File: src/rtl/bmg_pkg.sv
package bmg_pkg;

  typedef enum logic [1:0] {
    VERD_PASS   = 2'd0,
    VERD_SILENT = 2'd1,
    VERD_ERROR  = 2'd2
  } verdict_e;

  typedef enum logic [3:0] {
    ST_IDLE = 4'd0,
    ST_WR   = 4'd1,
    ST_RD1  = 4'd2,
    ST_RD2  = 4'd3,
    ST_ZERO = 4'd4,
    ST_CFGW = 4'd5,
    ST_CFGR = 4'd6,
    ST_ERR1 = 4'd7,
    ST_ERR2 = 4'd8
  } dstate_e;

  localparam logic [1:0] CFG_CTRL = 2'd0;
  localparam logic [1:0] CFG_SEC  = 2'd1;
  localparam logic [1:0] CFG_PRIV = 2'd2;

endpackage

File: src/rtl/bmg_rule.sv
module bmg_rule
  import bmg_pkg::*;
(
  input  logic     blk_sec_i,
  input  logic     blk_priv_i,
  input  logic     nonsec_i,
  input  logic     fetch_i,
  input  logic     priv_i,
  input  logic     relax_i,
  output verdict_e verdict_o,
  output logic     evt_o
);

  // security decides first, privilege only if security lets it through
  always_comb begin
    evt_o     = 1'b0;
    verdict_o = VERD_PASS;
    if (nonsec_i && blk_sec_i) begin
      evt_o     = 1'b1;
      verdict_o = fetch_i ? VERD_ERROR : VERD_SILENT;
    end else if (!nonsec_i && !blk_sec_i && (fetch_i || !relax_i)) begin
      verdict_o = VERD_ERROR;
    end else if (!priv_i && blk_priv_i) begin
      verdict_o = VERD_SILENT;
    end
  end

endmodule

File: src/rtl/bmg_attr_regs.sv
module bmg_attr_regs
  import bmg_pkg::*;
#(
  parameter int unsigned NUM_BLK = 16,
  parameter int unsigned DATA_W  = 32
) (
  input  logic               clk_i,
  input  logic               rst_ni,
  input  logic               wr_en_i,
  input  logic [1:0]         sel_i,
  input  logic [DATA_W-1:0]  wr_data_i,
  output logic [DATA_W-1:0]  rd_data_o,
  output logic [NUM_BLK-1:0] sec_mask_o,
  output logic [NUM_BLK-1:0] priv_mask_o,
  output logic               relax_o
);

  localparam int PAD = DATA_W - NUM_BLK;

  logic [NUM_BLK-1:0] sec_q, priv_q;
  logic               relax_q;
  logic [DATA_W-1:0]  sec_ext, priv_ext;

  always_ff @(posedge clk_i or negedge rst_ni) begin
    if (!rst_ni) begin
      sec_q   <= '1;
      priv_q  <= '1;
      relax_q <= 1'b0;
    end else if (wr_en_i) begin
      unique case (sel_i)
        CFG_CTRL: relax_q <= wr_data_i[0];
        CFG_SEC:  sec_q   <= wr_data_i[NUM_BLK-1:0];
        CFG_PRIV: priv_q  <= wr_data_i[NUM_BLK-1:0];
        default: ;
      endcase
    end
  end

  generate
    if (PAD > 0) begin : g_pad
      logic unused_hi;
      assign unused_hi = ^wr_data_i[DATA_W-1:NUM_BLK];
      assign sec_ext   = {{PAD{1'b0}}, sec_q};
      assign priv_ext  = {{PAD{1'b0}}, priv_q};
    end else begin : g_full
      assign sec_ext  = sec_q;
      assign priv_ext = priv_q;
    end
  endgenerate

  always_comb begin
    unique case (sel_i)
      CFG_CTRL: rd_data_o = {{(DATA_W-1){1'b0}}, relax_q};
      CFG_SEC:  rd_data_o = sec_ext;
      CFG_PRIV: rd_data_o = priv_ext;
      default:  rd_data_o = '0;
    endcase
  end

  assign sec_mask_o  = sec_q;
  assign priv_mask_o = priv_q;
  assign relax_o     = relax_q;


  sec_upd_chk: assert property (@(posedge clk_i) disable iff (!rst_ni)
    !$stable(sec_q) |-> $past(wr_en_i));

  priv_upd_chk: assert property (@(posedge clk_i) disable iff (!rst_ni)
    !$stable(priv_q) |-> $past(wr_en_i));

endmodule

File: src/rtl/bmg_dphase.sv
module bmg_dphase
  import bmg_pkg::*;
(
  input  logic    clk_i,
  input  logic    rst_ni,
  input  logic    accept_i,
  input  dstate_e kind_i,
  output dstate_e state_o,
  output logic    hreadyout_o,
  output logic    hresp_o
);

  dstate_e st_q, st_d;

  always_comb begin
    unique case (st_q)
      ST_RD1:  st_d = ST_RD2;
      ST_ERR1: st_d = ST_ERR2;
      default: st_d = accept_i ? kind_i : ST_IDLE;
    endcase
  end

  always_ff @(posedge clk_i or negedge rst_ni) begin
    if (!rst_ni) st_q <= ST_IDLE;
    else         st_q <= st_d;
  end

  assign state_o     = st_q;
  assign hreadyout_o = !((st_q == ST_RD1) || (st_q == ST_ERR1));
  assign hresp_o     = (st_q == ST_ERR1) || (st_q == ST_ERR2);


  err_hold_chk: assert property (@(posedge clk_i) disable iff (!rst_ni)
    (hresp_o && !hreadyout_o) |=> (hresp_o && hreadyout_o));

  err_lead_chk: assert property (@(posedge clk_i) disable iff (!rst_ni)
    (hresp_o && hreadyout_o) |-> $past(hresp_o && !hreadyout_o));

endmodule

File: src/rtl/blk_mem_guard.sv
module blk_mem_guard
  import bmg_pkg::*;
#(
  parameter int unsigned ADDR_W    = 13,
  parameter int unsigned DATA_W    = 32,
  parameter int unsigned BLK_BYTES = 256,
  localparam int unsigned MEM_AW   = ADDR_W - 1,
  localparam int unsigned BYTE_LSB = $clog2(DATA_W / 8),
  localparam int unsigned WA_W     = MEM_AW - BYTE_LSB
) (
  input  logic              clk_i,
  input  logic              rst_ni,
  input  logic              hsel_i,
  input  logic [ADDR_W-1:0] haddr_i,
  input  logic [1:0]        htrans_i,
  input  logic              hwrite_i,
  input  logic [1:0]        hprot_i,
  input  logic              hnonsec_i,
  input  logic [DATA_W-1:0] hwdata_i,
  input  logic              hready_i,
  output logic [DATA_W-1:0] hrdata_o,
  output logic              hreadyout_o,
  output logic              hresp_o,
  output logic              illegal_evt_o,
  output logic              sram_req_o,
  output logic              sram_we_o,
  output logic [WA_W-1:0]   sram_addr_o,
  output logic [DATA_W-1:0] sram_wdata_o,
  input  logic [DATA_W-1:0] sram_rdata_i
);

  localparam int unsigned BLK_LSB = $clog2(BLK_BYTES);
  localparam int unsigned IDX_W   = MEM_AW - BLK_LSB;
  localparam int unsigned NUM_BLK = 1 << IDX_W;

  logic               accept, is_cfg, fetch;
  logic [IDX_W-1:0]   blk_idx;
  logic [NUM_BLK-1:0] sec_mask, priv_mask;
  logic               relax, rule_evt;
  verdict_e           verdict;
  dstate_e            kind, st;
  logic [WA_W-1:0]    addr_q;
  logic [1:0]         sel_q;
  logic               evt_q;
  logic [DATA_W-1:0]  cfg_rd;
  logic               unused_bits;

  assign unused_bits = ^{haddr_i[BYTE_LSB-1:0], htrans_i[0]};

  assign accept  = hsel_i && htrans_i[1] && hready_i;
  assign is_cfg  = haddr_i[ADDR_W-1];
  assign blk_idx = haddr_i[MEM_AW-1:BLK_LSB];
  assign fetch   = !hprot_i[0];

  bmg_rule u_rule (
    .blk_sec_i (sec_mask[blk_idx]),
    .blk_priv_i(priv_mask[blk_idx]),
    .nonsec_i  (hnonsec_i),
    .fetch_i   (fetch),
    .priv_i    (hprot_i[1]),
    .relax_i   (relax),
    .verdict_o (verdict),
    .evt_o     (rule_evt)
  );

  always_comb begin
    if (is_cfg) begin
      if (!hnonsec_i && hprot_i[1]) kind = hwrite_i ? ST_CFGW : ST_CFGR;
      else                          kind = ST_ZERO;
    end else begin
      unique case (verdict)
        VERD_PASS:  kind = hwrite_i ? ST_WR : ST_RD1;
        VERD_ERROR: kind = ST_ERR1;
        default:    kind = ST_ZERO;
      endcase
    end
  end

  always_ff @(posedge clk_i or negedge rst_ni) begin
    if (!rst_ni) begin
      addr_q <= '0;
      sel_q  <= '0;
      evt_q  <= 1'b0;
    end else begin
      evt_q <= accept && !is_cfg && rule_evt;
      if (accept) begin
        addr_q <= haddr_i[MEM_AW-1:BYTE_LSB];
        sel_q  <= haddr_i[BYTE_LSB+1:BYTE_LSB];
      end
    end
  end

  bmg_dphase u_dphase (
    .clk_i      (clk_i),
    .rst_ni     (rst_ni),
    .accept_i   (accept),
    .kind_i     (kind),
    .state_o    (st),
    .hreadyout_o(hreadyout_o),
    .hresp_o    (hresp_o)
  );

  bmg_attr_regs #(.NUM_BLK(NUM_BLK), .DATA_W(DATA_W)) u_regs (
    .clk_i      (clk_i),
    .rst_ni     (rst_ni),
    .wr_en_i    (st == ST_CFGW),
    .sel_i      (sel_q),
    .wr_data_i  (hwdata_i),
    .rd_data_o  (cfg_rd),
    .sec_mask_o (sec_mask),
    .priv_mask_o(priv_mask),
    .relax_o    (relax)
  );

  // writes go out in the data phase, reads one cycle later need a wait state
  assign sram_req_o   = (st == ST_WR) || (st == ST_RD1);
  assign sram_we_o    = (st == ST_WR);
  assign sram_addr_o  = addr_q;
  assign sram_wdata_o = hwdata_i;

  always_comb begin
    unique case (st)
      ST_RD2:  hrdata_o = sram_rdata_i;
      ST_CFGR: hrdata_o = cfg_rd;
      default: hrdata_o = '0;
    endcase
  end

  assign illegal_evt_o = evt_q;


  evt_ns_chk: assert property (@(posedge clk_i) disable iff (!rst_ni)
    illegal_evt_o |-> $past(hnonsec_i && accept));

  evt_pulse_chk: assert property (@(posedge clk_i) disable iff (!rst_ni)
    (illegal_evt_o && !hreadyout_o) |=> !illegal_evt_o);

endmodule

File: config.mk
export PLATFORM = sky130hd
export DESIGN_NAME = blk_mem_guard
export DESIGN_NICKNAME = d
export VERILOG_FILES = /design/src/rtl/bmg_pkg.sv /design/src/rtl/bmg_rule.sv /design/src/rtl/bmg_attr_regs.sv /design/src/rtl/bmg_dphase.sv /design/src/rtl/blk_mem_guard.sv
export SDC_FILE = /design/constraint.sdc
export NUM_CORES = 1
export LEC_CHECK = 0
export CORE_MARGIN = 1.5
export CORE_UTILIZATION = 30
export CTS_BUF_LIST = sky130_fd_sc_hd__clkbuf_4 sky130_fd_sc_hd__clkbuf_8
export DETAILED_ROUTE_END_ITERATION = 10
export HOLD_SLACK_MARGIN = 0.1
export PLACE_DENSITY = 0.59
export SLEW_MARGIN = 20
export SYNTH_ARGS = -nofsm -noshare
export SYNTH_HDL_FRONTEND = slang
export SYNTH_HIERARCHICAL = 1
export SYNTH_SLANG_ARGS = --single-unit
File: constraint.sdc
create_clock -name clk_i -period 2.6 [get_ports clk_i]
set_clock_uncertainty 0.2 [all_clocks]
set_input_delay 0.26 -clock clk_i [delete_from_list [all_inputs] [get_ports clk_i]]
set_output_delay 0.26 -clock clk_i [all_outputs]
set_load 0.005 [all_outputs]
==> results.py <==
metrics = {
    "power": {
        "ir_worst_vdd_uv": 249,
        "leakagePower_nw": 2.06,
        "powerDensity_mw_per_mm2": 429,
        "p_total_mw": 2.08,
    },
    "timing": {
        "timing.final.ws_setup_ns": 0.0832,
        "hold_violations": 0,
        "post-route-min-period_ns": 2.52,
        "fin_setup_tns_ns": 0,
        "fmax_ghz": 0.397,
        "slew_headroom": 0.505,
        "min_period_over_period": 0.968,
        "setup_violations": 0,
        "hold_ws_ns": 0.308,
        "max_slew.worst_pin.slew_ns": 0.742,
        "report.final.slew_viol_count": 0,
    },
    "floorplanning": {
        "num_io_pins": 166,
        "core-area_mm2": 0.0108,
        "die-area_mm2": 0.0117,
        "die_h_um": 108,
        "core.rowCount": 38,
        "start_util": 0.307,
        "die_x_um": 108,
    },
    "worst_hold_path": {
        "holdPathStages": 1,
        "holdCritPathClass": "reg2reg",
    },
    "routing": {
        "ant_nets": 0,
        "drc": 0,
        "finalWirelength_mm": 9.12,
        "first_pass_iters": 4,
        "vias": 2581,
        "avgRoutedWirePerCell_um": 17.1,
        "drt-vias-per-instance": 4.85,
        "drt_iter0_drc": 150,
    },
    "critical_path": {
        "path_max_fanout": 4,
        "ff2ff_setup_slack_ns": 0.17,
        "crit_type": "in2reg",
        "start_kind": "primary input",
        "cp.required_ns": 2.62,
        "cp-end-kind": "register",
        "cp.arrival_ns": 2.53,
        "worstRegToRegCells": 9,
    },
    "global_route": {
        "grt_pass1_vias": 2665,
        "track_usage": 0.153,
        "grt-ovfl-total": 0,
        "antenna_found_initial": 0,
        "grt_max_degree": 34,
        "grt_first_pass_wirelength_mm": 13.8,
    },
    "flow_run": {
        "maxCapViolCount": 0,
    },
    "finish": {
        "syn_to_final_growth_pct": 45.9,
        "final_common_cell": "clkdlybuf4s50_1",
        "nFillCells": 1001,
        "n_antenna_cell": 0,
        "post-route-util": 0.447,
        "nets": 478,
        "final_cell_mix": "clkdlybuf4s50_1, a22o_1, dfstp_2",
        "drive_above_1_share": 0.316,
    },
    "placed_design": {
        "gp_congestion": 0.794,
        "io_buffers": 130,
        "pre_cts_ws_ns": -0.532,
        "dp_hpwl_mm": 6.84,
    },
    "status": {
        "status": "completed",
    },
    "synth": {
        "syn_area_per_cell_um2": 12.0,
        "synth_area_mm2": 0.00332,
        "async_flop_share": 1.00,
        "ys_top_cells_by_area": "dfstp_2, a22o_1, dfrtp_1",
        "synth_top_area_cell": "dfstp_2",
        "yosysWarnings": 6,
        "synth_top_area_share": 0.253,
        "synth-seq-area-share": 0.373,
        "synthCells": 276,
        "ys_seq_elements": 48,
        "synth-edff-count": 0,
        "ys_types": 43,
        "synth_top_flop_cell": "dfstp_2",
    },
    "clock_tree": {
        "clk-insertion-delay-late_ns": 0.30,
        "cts_tree": "done",
        "cts_root_buf": "clkbuf_8",
        "htreeDepth": 2,
        "cts_buffers": 5,
        "clk_path_buf_depth": 2,
        "cts.sinks": 48,
        "clk_pin_slew_worst_paths_ns": 0.09,
    },
}
==> per-layer routing <==
layer | up-vias | part of all wire | GRT usage
li1 | 1196 | - | -
met1 | 1261 | 0.41 | 0.187
met2 | 88 | 0.49 | 0.259
met3 | 36 | 0.066 | 0.0319
met4 | 0 | 0.040 | 0.0705
met5 | - | 0 | 0
==> cell type report <==
| cell class | count | area, um^2 | area share |
|---|---|---|---|
| multi-input cells | 179 | 1780 | 0.367 |
| repair buffers | 154 | 1540 | 0.318 |
| flip-flops and latches | 48 | 1240 | 0.256 |
| well taps | 140 | 175 | 0.0361 |
| clock buffers | 8 | 97.6 | 0.0201 |
| inverters | 3 | 11.3 | 0.00232 |
==> what timing repair did <==
| item | in CTS | in global routing |
|---|---|---|
| setup buffers | 0 | 3 |
| setup endpoints to repair | 18 | 34 |
| endpoints found under the hold margin | 16 | 0 |
| hold buffers | 1 | 0 |
| gates cloned | 1 | 1 |
| pin swaps | 4 | 1 |
| resized for setup | 10 | 14 |
==> cell families after synthesis <==
kind of cell,count (synthesis),share of synthesized area
buf+inv,65,0.140
compound gates,62,0.161
mux,53,0.233
flops,48,0.373
simple gates,45,0.0877
other cells,2,0.00226
xor+xnor,1,0.00264
==> metrics by stage <==
step	instance area, um^2	std cells
final	4850	532
after global routing	4850	532
after CTS	4750	528
after detailed placement	4570	518
after global placement	4570	518
after floorplan	3380	292
==> state kept, by name, indices dropped and copies added (netlist names) <==
signal / flops
illegal_evt_o: 1
u_dphase/state_o: 4
u_regs/relax_o: 1
u_regs/sec_mask_o: 16
sram_addr_o: 10
u_regs/priv_mask_o: 16
==> Yosys cell counts (3+ instances only) <==
cell and count:
buf_2 8, mux4_1 4, nand3_1 5, mux2_1 11, nor2_1 4, nor2b_1 6
mux4_2 4, inv_1 3, dfstp_2 32, mux2_4 20, nand2_1 9, a22o_1 47
mux2_2 13, nand2b_1 5, buf_6 3, dfrtp_1 16, buf_4 50
==> path summary, 6_finish.rpt <==
check,to,from
worst min-delay path,sram_addr_o[6]$_DFFE_PN0P_,sram_addr_o[6]$_DFFE_PN0P_
worst max-delay path,u_dphase/state_o[1]$_DFF_PN0_,haddr_i[8]
min in group asynchronous,u_regs/relax_o$_DFFE_PN0P_,rst_ni
worst max register to register,u_dphase/state_o[1]$_DFF_PN0_,u_regs/priv_mask_o[2]$_DFFE_PN1P_
worst min register to register,sram_addr_o[6]$_DFFE_PN0P_,sram_addr_o[6]$_DFFE_PN0P_
max in group asynchronous,u_regs/priv_mask_o[4]$_DFFE_PN1P_,rst_ni
==> critical path, stage by stage <==
cell and delay, ns:
dlygate4sd2_1 0.27, bufbuf_16 0.28, mux4_2 0.50, a22oi_2 0.17
nand3_2 0.11, nand2b_4 0.09, mux2_2 0.15, o22ai_2 0.10
o32ai_2 0.24, nand2_1 0.12, a211oi_2 0.24
==> power breakdown <==
part           internal [mW]  switching [mW]  total, mW
registers              0.833          0.0550      0.888
logic                  0.447           0.265      0.713
clock network          0.238           0.239      0.477
Power figures use the tool's default switching activity.
